`src/rtl/sixop_pkg.sv`:
```
package sixop_pkg;
   // instruction word layout (fixed by the instruction format)
   localparam int INSTR_W = 16;
   localparam int OPC_W   = 4;
   localparam int FLD_W   = 4;
   localparam int IMM_W   = 8;
   localparam int OPC_LSB = INSTR_W - OPC_W;
   localparam int RA_LSB  = OPC_LSB - FLD_W;
   localparam int RB_LSB  = RA_LSB - FLD_W;
   localparam int RC_LSB  = RB_LSB - FLD_W;

   // opcode values
   localparam logic [OPC_W-1:0] OPC_LOAD  = 4'b0000;
   localparam logic [OPC_W-1:0] OPC_STORE = 4'b0001;
   localparam logic [OPC_W-1:0] OPC_ADD   = 4'b0010;
   localparam logic [OPC_W-1:0] OPC_LDC   = 4'b0011;
   localparam logic [OPC_W-1:0] OPC_SUB   = 4'b0100;
   localparam logic [OPC_W-1:0] OPC_JMPZ  = 4'b0101;

   typedef enum logic [1:0] {
      ALU_PASS = 2'b00,
      ALU_ADD  = 2'b01,
      ALU_SUB  = 2'b10
   } alu_sel_e;

   typedef enum logic [1:0] {
      WB_ALU   = 2'b00,
      WB_MEM   = 2'b01,
      WB_CONST = 2'b10
   } wb_sel_e;

   typedef enum logic [3:0] {
      S_INIT, S_FETCH, S_DECODE, S_LOAD, S_STORE,
      S_ADD, S_LDC, S_SUB, S_JTEST, S_JTAKE
   } state_e;
endpackage

```
`src/rtl/sixop_regfile.sv`:
```
module sixop_regfile #(
   parameter  int DATA_W = 16,
   parameter  int NREG   = 16,
   localparam int IDX_W  = $clog2(NREG)
) (
   input  logic              clk,
   input  logic              rst_n,
   input  logic              wr_en,
   input  logic [IDX_W-1:0]  waddr,
   input  logic [DATA_W-1:0] wdata,
   input  logic [IDX_W-1:0]  paddr,
   input  logic [IDX_W-1:0]  qaddr,
   output logic [DATA_W-1:0] pdata,
   output logic [DATA_W-1:0] qdata
);
   logic [DATA_W-1:0] regs [NREG];

   for (genvar g = 0; g < NREG; g++) begin : g_reg
      logic [DATA_W-1:0] q;
      always_ff @(posedge clk or negedge rst_n) begin
         if (!rst_n)
            q <= '0;
         else if (wr_en && (waddr == IDX_W'(g)))
            q <= wdata;
      end
      assign regs[g] = q;
   end

   assign pdata = regs[paddr];
   assign qdata = regs[qaddr];
endmodule

```
`src/rtl/sixop_alu.sv`:
```
module sixop_alu
   import sixop_pkg::*;
#(
   parameter int DATA_W       = 16,
   parameter bit SHARED_ADDER = 1'b1
) (
   input  logic [DATA_W-1:0] a,
   input  logic [DATA_W-1:0] b,
   input  alu_sel_e          sel,
   output logic [DATA_W-1:0] y
);
   logic [DATA_W-1:0] arith;

   if (SHARED_ADDER) begin : g_shared
      // one carry chain: subtract as a + ~b + 1
      logic neg;
      assign neg   = (sel == ALU_SUB);
      assign arith = a + (b ^ {DATA_W{neg}}) + DATA_W'(neg);
   end else begin : g_split
      logic [DATA_W-1:0] sum, diff;
      assign sum   = a + b;
      assign diff  = a - b;
      assign arith = (sel == ALU_SUB) ? diff : sum;
   end

   always_comb begin
      case (sel)
         ALU_ADD, ALU_SUB: y = arith;
         default:          y = a;
      endcase
   end
endmodule

```
`src/rtl/sixop_dpath.sv`:
```
module sixop_dpath
   import sixop_pkg::*;
#(
   parameter  int DATA_W       = 16,
   parameter  int NREG         = 16,
   parameter  bit SHARED_ADDER = 1'b1,
   localparam int IDX_W        = $clog2(NREG)
) (
   input  logic              clk,
   input  logic              rst_n,
   input  logic              rf_wr,
   input  logic [IDX_W-1:0]  rf_waddr,
   input  logic [IDX_W-1:0]  rf_paddr,
   input  logic [IDX_W-1:0]  rf_qaddr,
   input  wb_sel_e           wb_sel,
   input  alu_sel_e          alu_sel,
   input  logic [IMM_W-1:0]  imm,
   input  logic [DATA_W-1:0] mem_rdata,
   output logic [DATA_W-1:0] pdata,
   output logic              p_zero
);
   logic [DATA_W-1:0] qdata, alu_y, wdata, imm_ext;

   sixop_regfile #(.DATA_W(DATA_W), .NREG(NREG)) i_rf (
      .clk   (clk),
      .rst_n (rst_n),
      .wr_en (rf_wr),
      .waddr (rf_waddr),
      .wdata (wdata),
      .paddr (rf_paddr),
      .qaddr (rf_qaddr),
      .pdata (pdata),
      .qdata (qdata)
   );

   sixop_alu #(.DATA_W(DATA_W), .SHARED_ADDER(SHARED_ADDER)) i_alu (
      .a   (pdata),
      .b   (qdata),
      .sel (alu_sel),
      .y   (alu_y)
   );

   assign imm_ext = {{(DATA_W-IMM_W){imm[IMM_W-1]}}, imm};

   always_comb begin
      case (wb_sel)
         WB_MEM:   wdata = mem_rdata;
         WB_CONST: wdata = imm_ext;
         default:  wdata = alu_y;
      endcase
   end

   assign p_zero = ~|pdata;
endmodule

```
`src/rtl/sixop_ctrl.sv`:
```
module sixop_ctrl
   import sixop_pkg::*;
#(
   parameter int PC_W    = 16,
   parameter int IDX_W   = 4,
   parameter int DADDR_W = 8
) (
   input  logic               clk,
   input  logic               rst_n,
   output logic [PC_W-1:0]    imem_addr,
   output logic               imem_rd,
   input  logic [INSTR_W-1:0] imem_data,
   output logic [DADDR_W-1:0] dmem_addr,
   output logic               dmem_rd,
   output logic               dmem_wr,
   output logic               rf_wr,
   output logic [IDX_W-1:0]   rf_waddr,
   output logic [IDX_W-1:0]   rf_paddr,
   output logic [IDX_W-1:0]   rf_qaddr,
   output wb_sel_e            wb_sel,
   output alu_sel_e           alu_sel,
   output logic [IMM_W-1:0]   imm,
   input  logic               p_zero,
   output state_e             st_o
);
   state_e             st, st_nx;
   logic [PC_W-1:0]    pc, off_ext;
   logic [INSTR_W-1:0] ir;
   logic [OPC_W-1:0]   opc;
   logic [IDX_W-1:0]   fa, fb, fc;

   assign opc     = ir[OPC_LSB +: OPC_W];
   assign fa      = ir[RA_LSB +: IDX_W];
   assign fb      = ir[RB_LSB +: IDX_W];
   assign fc      = ir[RC_LSB +: IDX_W];
   assign imm     = ir[IMM_W-1:0];
   assign off_ext = {{(PC_W-IMM_W){imm[IMM_W-1]}}, imm};

   always_comb begin
      case (st)
         S_FETCH:  st_nx = S_DECODE;
         S_DECODE: begin
            case (opc)
               OPC_LOAD:  st_nx = S_LOAD;
               OPC_STORE: st_nx = S_STORE;
               OPC_ADD:   st_nx = S_ADD;
               OPC_LDC:   st_nx = S_LDC;
               OPC_SUB:   st_nx = S_SUB;
               OPC_JMPZ:  st_nx = S_JTEST;
               default:   st_nx = S_FETCH;
            endcase
         end
         S_JTEST:  st_nx = p_zero ? S_JTAKE : S_FETCH;
         default:  st_nx = S_FETCH;
      endcase
   end

   always_ff @(posedge clk or negedge rst_n) begin
      if (!rst_n) begin
         st <= S_INIT;
         pc <= '0;
         ir <= '0;
      end else begin
         st <= st_nx;
         case (st)
            S_INIT:  pc <= '0;
            S_FETCH: begin
               ir <= imem_data;
               pc <= pc + PC_W'(1);
            end
            // fetch already advanced pc, so take one back
            S_JTAKE: pc <= pc + off_ext - PC_W'(1);
            default: ;
         endcase
      end
   end

   always_comb begin
      imem_rd  = 1'b0;
      dmem_rd  = 1'b0;
      dmem_wr  = 1'b0;
      rf_wr    = 1'b0;
      rf_waddr = fa;
      rf_paddr = fa;
      rf_qaddr = fc;
      wb_sel   = WB_ALU;
      alu_sel  = ALU_PASS;
      case (st)
         S_FETCH: imem_rd = 1'b1;
         S_LOAD: begin
            dmem_rd = 1'b1;
            wb_sel  = WB_MEM;
            rf_wr   = 1'b1;
         end
         S_STORE: dmem_wr = 1'b1;
         S_ADD: begin
            rf_paddr = fb;
            alu_sel  = ALU_ADD;
            rf_wr    = 1'b1;
         end
         S_SUB: begin
            rf_paddr = fb;
            alu_sel  = ALU_SUB;
            rf_wr    = 1'b1;
         end
         S_LDC: begin
            wb_sel = WB_CONST;
            rf_wr  = 1'b1;
         end
         default: ;
      endcase
   end

   assign imem_addr = pc;
   assign dmem_addr = ir[DADDR_W-1:0];
   assign st_o      = st;
endmodule

```
`src/rtl/sixop_core.sv`:
```
module sixop_core
   import sixop_pkg::*;
#(
   parameter  int DATA_W       = 16,
   parameter  int PC_W         = 16,
   parameter  int NREG         = 16,
   parameter  int DADDR_W      = 8,
   parameter  bit SHARED_ADDER = 1'b1,
   localparam int IDX_W        = $clog2(NREG)
) (
   input  logic               clk,
   input  logic               rst_n,
   output logic [PC_W-1:0]    imem_addr,
   output logic               imem_rd,
   input  logic [INSTR_W-1:0] imem_data,
   output logic [DADDR_W-1:0] dmem_addr,
   output logic               dmem_rd,
   output logic               dmem_wr,
   output logic [DATA_W-1:0]  dmem_wdata,
   input  logic [DATA_W-1:0]  dmem_rdata
);
   // elaboration-time parameter checks against the fixed instruction format
   if (IDX_W != FLD_W) begin : g_bad_nreg
      $error("NREG must match the 4-bit register fields");
   end
   if (DADDR_W != IMM_W) begin : g_bad_daddr
      $error("DADDR_W must match the 8-bit address field");
   end
   if (DATA_W < INSTR_W) begin : g_bad_data
      $error("DATA_W must be at least the instruction width");
   end
   if (PC_W < IMM_W) begin : g_bad_pc
      $error("PC_W must hold the sign-extended jump offset");
   end

   logic             rf_wr, p_zero;
   logic [IDX_W-1:0] rf_waddr, rf_paddr, rf_qaddr;
   wb_sel_e          wb_sel;
   alu_sel_e         alu_sel;
   logic [IMM_W-1:0] imm;
   state_e           ctrl_st;

   sixop_ctrl #(.PC_W(PC_W), .IDX_W(IDX_W), .DADDR_W(DADDR_W)) i_ctrl (
      .clk       (clk),
      .rst_n     (rst_n),
      .imem_addr (imem_addr),
      .imem_rd   (imem_rd),
      .imem_data (imem_data),
      .dmem_addr (dmem_addr),
      .dmem_rd   (dmem_rd),
      .dmem_wr   (dmem_wr),
      .rf_wr     (rf_wr),
      .rf_waddr  (rf_waddr),
      .rf_paddr  (rf_paddr),
      .rf_qaddr  (rf_qaddr),
      .wb_sel    (wb_sel),
      .alu_sel   (alu_sel),
      .imm       (imm),
      .p_zero    (p_zero),
      .st_o      (ctrl_st)
   );

   sixop_dpath #(.DATA_W(DATA_W), .NREG(NREG), .SHARED_ADDER(SHARED_ADDER)) i_dpath (
      .clk       (clk),
      .rst_n     (rst_n),
      .rf_wr     (rf_wr),
      .rf_waddr  (rf_waddr),
      .rf_paddr  (rf_paddr),
      .rf_qaddr  (rf_qaddr),
      .wb_sel    (wb_sel),
      .alu_sel   (alu_sel),
      .imm       (imm),
      .mem_rdata (dmem_rdata),
      .pdata     (dmem_wdata),
      .p_zero    (p_zero)
   );
endmodule

```
`config.mk`:
```
export PLATFORM = sky130hd
export DESIGN_NAME = sixop_core
export DESIGN_NICKNAME = d
export VERILOG_FILES = /design/src/rtl/sixop_pkg.sv /design/src/rtl/sixop_regfile.sv /design/src/rtl/sixop_alu.sv /design/src/rtl/sixop_dpath.sv /design/src/rtl/sixop_ctrl.sv /design/src/rtl/sixop_core.sv
export SDC_FILE = /design/constraint.sdc
export NUM_CORES = 1
export LEC_CHECK = 0
export BUFFER_PORTS_ARGS = -buffer_cell sky130_fd_sc_hd__buf_2
export CAP_MARGIN = 30
export CORE_MARGIN = 4
export CORE_UTILIZATION = 60
export CTS_CLUSTER_SIZE = 20
export DETAILED_ROUTE_END_ITERATION = 12
export GPL_ROUTABILITY_DRIVEN = 0
export PLACE_DENSITY = 0.78
export SLEW_MARGIN = 20
export SYNTH_ARGS = -nofsm -noshare
export SYNTH_HDL_FRONTEND = slang
export SYNTH_SLANG_ARGS = --single-unit
```
`constraint.sdc`:
```
create_clock -name clk -period 7.83 [get_ports clk]
set_clock_uncertainty 0.2 [all_clocks]
set_input_delay 1.1745 -clock clk [delete_from_list [all_inputs] [get_ports clk]]
set_output_delay 1.1745 -clock clk [all_outputs]
set_load 0.005 [all_outputs]
```
==> After elaboration in Yosys (flattened, before gate mapping) <==
Cells that the tools add are included.
{ "totals": {"elab_cells": 105, "out_inout_bits": 43, "regBits": 292} }
{ "classes": {"n_lt_le_gt_ge": 2, "addsub": 5, "mux": 19, "n_reduce_logical": 24, "n_eq_ne": 33, "bitwise": 3} }
{ "op_table": {"columns": ["op", "count"], "rows": [
  ["binary-select mux 16 bit (select 4 bit)", 2],
  ["two-way mux 16 bit", 5],
  ["case mux 16 bit (3 select lines)", 1],
  ["equality test 4 x 3 -> 1 bit (second input constant)", 10],
  ["equality test 4 bit (second input constant)", 10],
  ["adder 16 bit", 2],
  ["case mux 16 bit (2 select lines)", 1],
  ["equality test 4 x 2 -> 1 bit (second input constant)", 6],
  ["case mux 4 bit (6 select lines)", 1],
  ["adder 16 x 1 -> 16 bit", 1],
  ["adder 16 x 1 -> 16 bit (second input constant)", 1],
  ["logical AND 1 bit", 16],
  ["OR reduction 16 bit", 1],
  ["subtractor 16 x 1 -> 16 bit (second input constant)", 1],
  ["XOR 16 bit", 1],
  ["equality test 4 x 1 -> 1 bit (second input constant)", 3],
  ["zero test 4 bit", 3],
  ["case mux 4 bit (3 select lines)", 1],
  ["greater-or-equal comparator 5 bit (second input constant)", 2],
  ["inverter 4 -> 5 bit", 2],
  ["two-way mux 4 bit", 2],
  ["case mux 2 bit (2 select lines)", 2],
  ["equality test 2 x 1 -> 1 bit (second input constant)", 2],
  ["equality test 2 bit (second input constant)", 2],
  ["4 further kinds", 8]
]} }

==> Longest topological paths before layout <==
{ "depth": {"depth_word": 11, "depth_mapped": 24, "depth_no_buf": 20} }

==> By module <==
A second synthesis with hierarchy kept.
{ "unflattened": {"hier_cells": 1436, "area_unflattened_um2": 17727.0} }
{ "by_module_without_submodules": {"columns": ["module", "area_per_inst_um2", "seq_area_each_um2", "instances", "cells_per_inst"], "rows": [
  ["sixop_regfile", 13304.0, 6406.1, 1, 848],
  ["sixop_ctrl", 3016.6, 900.9, 1, 382],
  ["sixop_alu", 1038.5, 0.0, 1, 143],
  ["sixop_dpath", 367.9, 0.0, 1, 63]
]} }

==> Worst setup path after synthesis <==
No wires, ideal clock.
{ "synth_path": {"path_type": "flip-flop to flip-flop", "from": "register i_ctrl.ir[2]", "to": "register i_dpath.i_rf.g_reg[10].q[12]", "synth_period_minus_slack_ps": 5474, "required_time_ps": 7497, "path_buffers": 4, "stages_incl_launch_ff": 19, "arrival_time_ps": 5141, "slack_ps": 2356, "path_cell_list": "dfrtp_1 buf_2 buf_2 buf_1 mux4_2 mux4_2 xor2_1 fa_1 a21o_1 a21o_1 a21oi_1 o21ai_0 a221o_1 a211oi_1 xor2_1 a21oi_1 o21ai_0 clkbuf_1 o21ai_0"} }
{ "synth_via": {"elab_chain_len": 9} }
{ "synth_rtl": {"columns": ["element", "line_no", "source"], "rows": [
  ["from (decl)", "sixop_ctrl.sv:28", "logic [INSTR_W-1:0] ir;"],
  ["from (signal assigned)", "sixop_ctrl.sv:68", "ir <= imem_data;"],
  ["inverter 4 -> 5 bit (not written as such)", "sixop_regfile.sv:30", "assign qdata = regs[qaddr];"],
  ["binary-select mux 16 bit (select 4 bit)", "sixop_regfile.sv:30", null],
  ["two-way mux 16 bit (not written as such) (2 in series)", "sixop_regfile.sv:30", null],
  ["XOR 16 bit", "sixop_alu.sv:18", "assign arith = a + (b ^ {DATA_W{neg}}) + DATA_W'(neg);"],
  ["adder 16 bit", "sixop_alu.sv:18", null],
  ["adder 16 x 1 -> 16 bit", "sixop_alu.sv:18", null],
  ["two-way mux 16 bit", "sixop_alu.sv:27", "case (sel)"],
  ["case mux 16 bit (2 select lines)", "sixop_dpath.sv:46", "case (wb_sel)"],
  ["to (signal assigned)", "sixop_regfile.sv:24", "q <= wdata;"],
  ["to (decl)", "sixop_regfile.sv:19", "logic [DATA_W-1:0] q;"]
]} }
Every way passes these cells. The select of a mux whose other input is x is not followed.
A chain may end at the register's enable or synchronous reset.

==> Worst setup path after layout <==
{ "layout_path": {"from": "register i_ctrl.st[2] (netlist: i_ctrl.st_o[2])", "to": "register i_dpath.i_rf.g_reg[3].q[11]"} }
{ "layout_via": {"elab_chain_len": 11, "elab_cells_between_ends": 25, "classes_between": "add/sub: 2; eq/ne: 8; mux: 9; bitwise: 2; reduce/logical: 4"} }
{ "layout_rtl": {"columns": ["element", "line_no", "source"], "rows": [
  ["from (decl)", "sixop_ctrl.sv:26", "state_e st, st_nx;"],
  ["from (signal assigned)", "sixop_ctrl.sv:64", "st <= st_nx;"],
  ["equality test 4 x 3 -> 1 bit", "sixop_ctrl.sv:88", "case (st)"],
  ["OR reduction 2 bit (no line)", null, null],
  ["two-way mux 4 bit", "sixop_ctrl.sv:88", null],
  ["inverter 4 -> 5 bit (not written as such)", "sixop_regfile.sv:29", "assign pdata = regs[paddr];"],
  ["binary-select mux 16 bit (select 4 bit)", "sixop_regfile.sv:29", null],
  ["two-way mux 16 bit (not written as such) (2 in series)", "sixop_regfile.sv:29", null],
  ["adder 16 bit", "sixop_alu.sv:18", null],
  ["adder 16 x 1 -> 16 bit", "sixop_alu.sv:18", null],
  ["two-way mux 16 bit", "sixop_alu.sv:27", null],
  ["case mux 16 bit (2 select lines)", "sixop_dpath.sv:46", null],
  ["to (signal assigned)", "sixop_regfile.sv:24", null],
  ["to (decl)", "sixop_regfile.sv:19", null]
]} }
Several ways; a longest one is shown, not always the timed one. The select of a mux whose other input is x is not followed.

==> impl_metrics.tcl <==
set metrics [dict create \
    status "completed" \
    fmax_mhz 151.5 \
    crit_required_ns 8.13 \
    synth_cell_type_count 63 \
    diodes 0 \
    holdBufCountCts 0 \
    synthSimpleGateAreaFrac_pct 9.127 \
    ys_seq_area_share_pct 41.45 \
    synth_top_family_by_area "multiplexers" \
    grt_usage_pct 29.75 \
    dpl.cell_count 1948 \
    area.growth.synth_to_final_pct 10.72 \
    post_cts_buffers 0 \
    wl_per_cell_um 24.25 \
    multi_input_area_um2 9468 \
    cap_violations 0 \
    crit_arrival_ns 6.91 \
    netlist_area_um2 17630 \
    drcViolationCount 0 \
    cts_htree_levels 1 \
    cpPeakStageDelay_ns 0.76 \
    synth_warnings 0 \
    io_buffers 76 \
    synth_nets 1658 \
    seq_area_um2 7313 \
    cts_buffers 31 \
    relSlewSlack_pct 38.27 \
    nNetsFinal 1691 \
    num_vias 13610 \
    synth-xor-area-share_pct 2.136 \
    fillers 2109 \
    worst_pin_slew_ns 0.9249 \
    synthArstFlopShare_pct 100.0 \
    cp-start-kind "flip-flop" \
    cp_max_fo 29 \
    root_buffer "clkbuf_16" \
    synth_top_cell_by_area "dfrtp_1" \
    firstDrtPassIters 5 \
    cts_tree "done" \
    crit_chain "nor2b_1 > nand3_1 > ha_1 > nand2_1 > o21a_2 > buf_4 > buf_4 > mux4_2 > nand2_1 > a31oi_1 > ha_1 > a21oi_1 > o21bai_1 > a21o_1 > a21o_1 > a21oi_1 > o21ai_0 > and2b_4 > xor2_1 > a211oi_2 > mux2_2" \
    dp_hpwl_mm 31.01 \
    drt_iter0_drc 1443 \
    synth-edff-count 0 \
    critPathSlowestCell "a211oi_2" \
    core_um2 28860 \
    clk_pin_slew_worst_paths_ns 0.06 \
    synth_top_cell_area_share_pct 41.45 \
    drv_slew 0 \
    grt_max_degree 143 \
    yosys.area_share.adder_pct 3.705 \
    synthCells 1573 \
    die_area_um2 32190 \
    yosys-top-cells-area "dfrtp_1 41%, mux4_2 18%, mux2_2 8.5%" \
    syn_avg_cell_area_um2 11.21 \
    grt_antenna_before_repair 0 \
    ios 77 \
    fin_cells 2014 \
    post-route-min-period_ns 6.600 \
    grt_pass1_vias 13650 \
    clk_path_buf_depth 3 \
    rsz0062_at_grt "false" \
    hold_class "flip-flop to flip-flop" \
    synth_top_cells_by_count "292 x dfrtp_1, 224 x nand2_1, 137 x mux4_2" \
    cts.repair.resized 0 \
    grt-ovfl-total 0 \
    ant_nets 0 \
    synthFlopType "dfrtp_1" \
    synthMuxAreaShare_pct 27.15 \
    synth_compound_gate_area_share_pct 11.36 \
    grt_pass1_wl_mm 77.09 \
    finalCritPeriodShare_pct 84.30 \
    end_kind "flip-flop" \
    fp.dieH_um 179.4 \
    ys_ff_latch 292 \
    vias_per_cell 6.757 \
    tns_ns 0 \
    initial_core_util_pct 61.09 \
    hold_viol 0 \
    crit_type "flip-flop to flip-flop" \
    dieWidth_um 179.4 \
    rows 62 \
    clock_latency_ns 0.57 \
    setup_viol 0 \
    drive_above_1_share_pct 29.02 \
    cts_sinks 292 \
    routed_wl_mm 48.84 \
    post-route-util_pct 67.64 \
    yosysMostFrequentCell "dfrtp_1" \
]
metrics by stage:
step	hold slack (ns)	setup WS (ns)	instance area, um^2
global route	0.3283	0.8653	19520
detailed placement	0.2807	1.000	18250
finish	0.2973	1.230	19520
CTS	0.2968	1.004	19330
floorplan	0.2475	2.356	17630
global placement	0.2746	1.248	18210
worst max-delay path: cells and delay by family, from the launching register on:
family          cells  cell delay, ns
flops               1            0.43
simple gates        5            0.84
xor+xnor            1            0.08
buf+inv             2            0.79
compound gates      9            2.84
mux                 2            0.52
fa+ha+maj           2            0.81
placed cells by master (no fill, tap or decap), drive strengths merged, types with 6 or more instances in the layout:
cell      count
xnor2        18
mux2i        19
and2         21
nor2         42
buf         124
nor3         18
clkbuf       39
o21bai        9
a211oi       29
o211ai        6
xor2         25
inv          76
a31oi        36
dfrtp       292
a21oi        57
nand3        20
ha           49
mux2        133
o21ai       132
a21o         11
clkinv        8
o31ai        17
and3          8
clkinvlp      6
o221ai       12
a22oi         7
nor4          7
nor2b         8
nand2       224
mux4        137
logic make-up after synthesis:
logic type | count (synthesis)
flip-flops | 292
XOR/XNOR | 43
multiplexers | 289
AND/OR/NAND/NOR | 369
adder cells (fa/ha/maj) | 51
AO/OA/AOI/OAI | 328
buffers and inverters | 201
final cells by class:
type | count | area share [%]
Inverter | 76 | 1.461
Timing Repair Buffer | 125 | 4.551
Clock inverter | 19 | 1.244
Multi-Input combinational cell | 1080 | 48.50
Tap cell | 384 | 2.461
Sequential cell | 292 | 37.47
Clock buffer | 38 | 4.314
routing by layer:
layer | up-vias | routed length, um | GRT usage [%]
li1 | 5841 | - | -
met4 | 0 | 1832 | 10.42
met2 | 808 | 22700 | 46.72
met3 | 134 | 5348 | 7.175
met5 | - | 0 | 0
met1 | 6825 | 18950 | 41.29
state kept, by name (all words and copies together) (netlist names):
signal and flops:
i_dpath.i_rf.g.q 256, i_ctrl.imem_addr 16, i_ctrl.ir 16, i_ctrl.st_o 4
path summary, 6_finish.rpt:
kind,startpoint,end,slack (ns),depth (start not counted)
worst max register to register,i_ctrl.st_o[2],i_dpath.i_rf.g_reg[3].q[11],1.23,21
max in group asynchronous,rst_n,i_dpath.i_rf.g_reg[11].q[11],5.95,3
worst min-delay path,i_dpath.i_rf.g_reg[1].q[10],i_dpath.i_rf.g_reg[1].q[10],0.30,2
worst min register to register,i_dpath.i_rf.g_reg[1].q[10],i_dpath.i_rf.g_reg[1].q[10],0.30,2
worst max-delay path,i_ctrl.st_o[2],i_dpath.i_rf.g_reg[3].q[11],1.23,21
min in group asynchronous,rst_n,i_ctrl.imem_addr[12],0.37,1
Power is not shown: default switching activity piles up to over one toggle a cycle in this logic, so the estimate is an artifact.
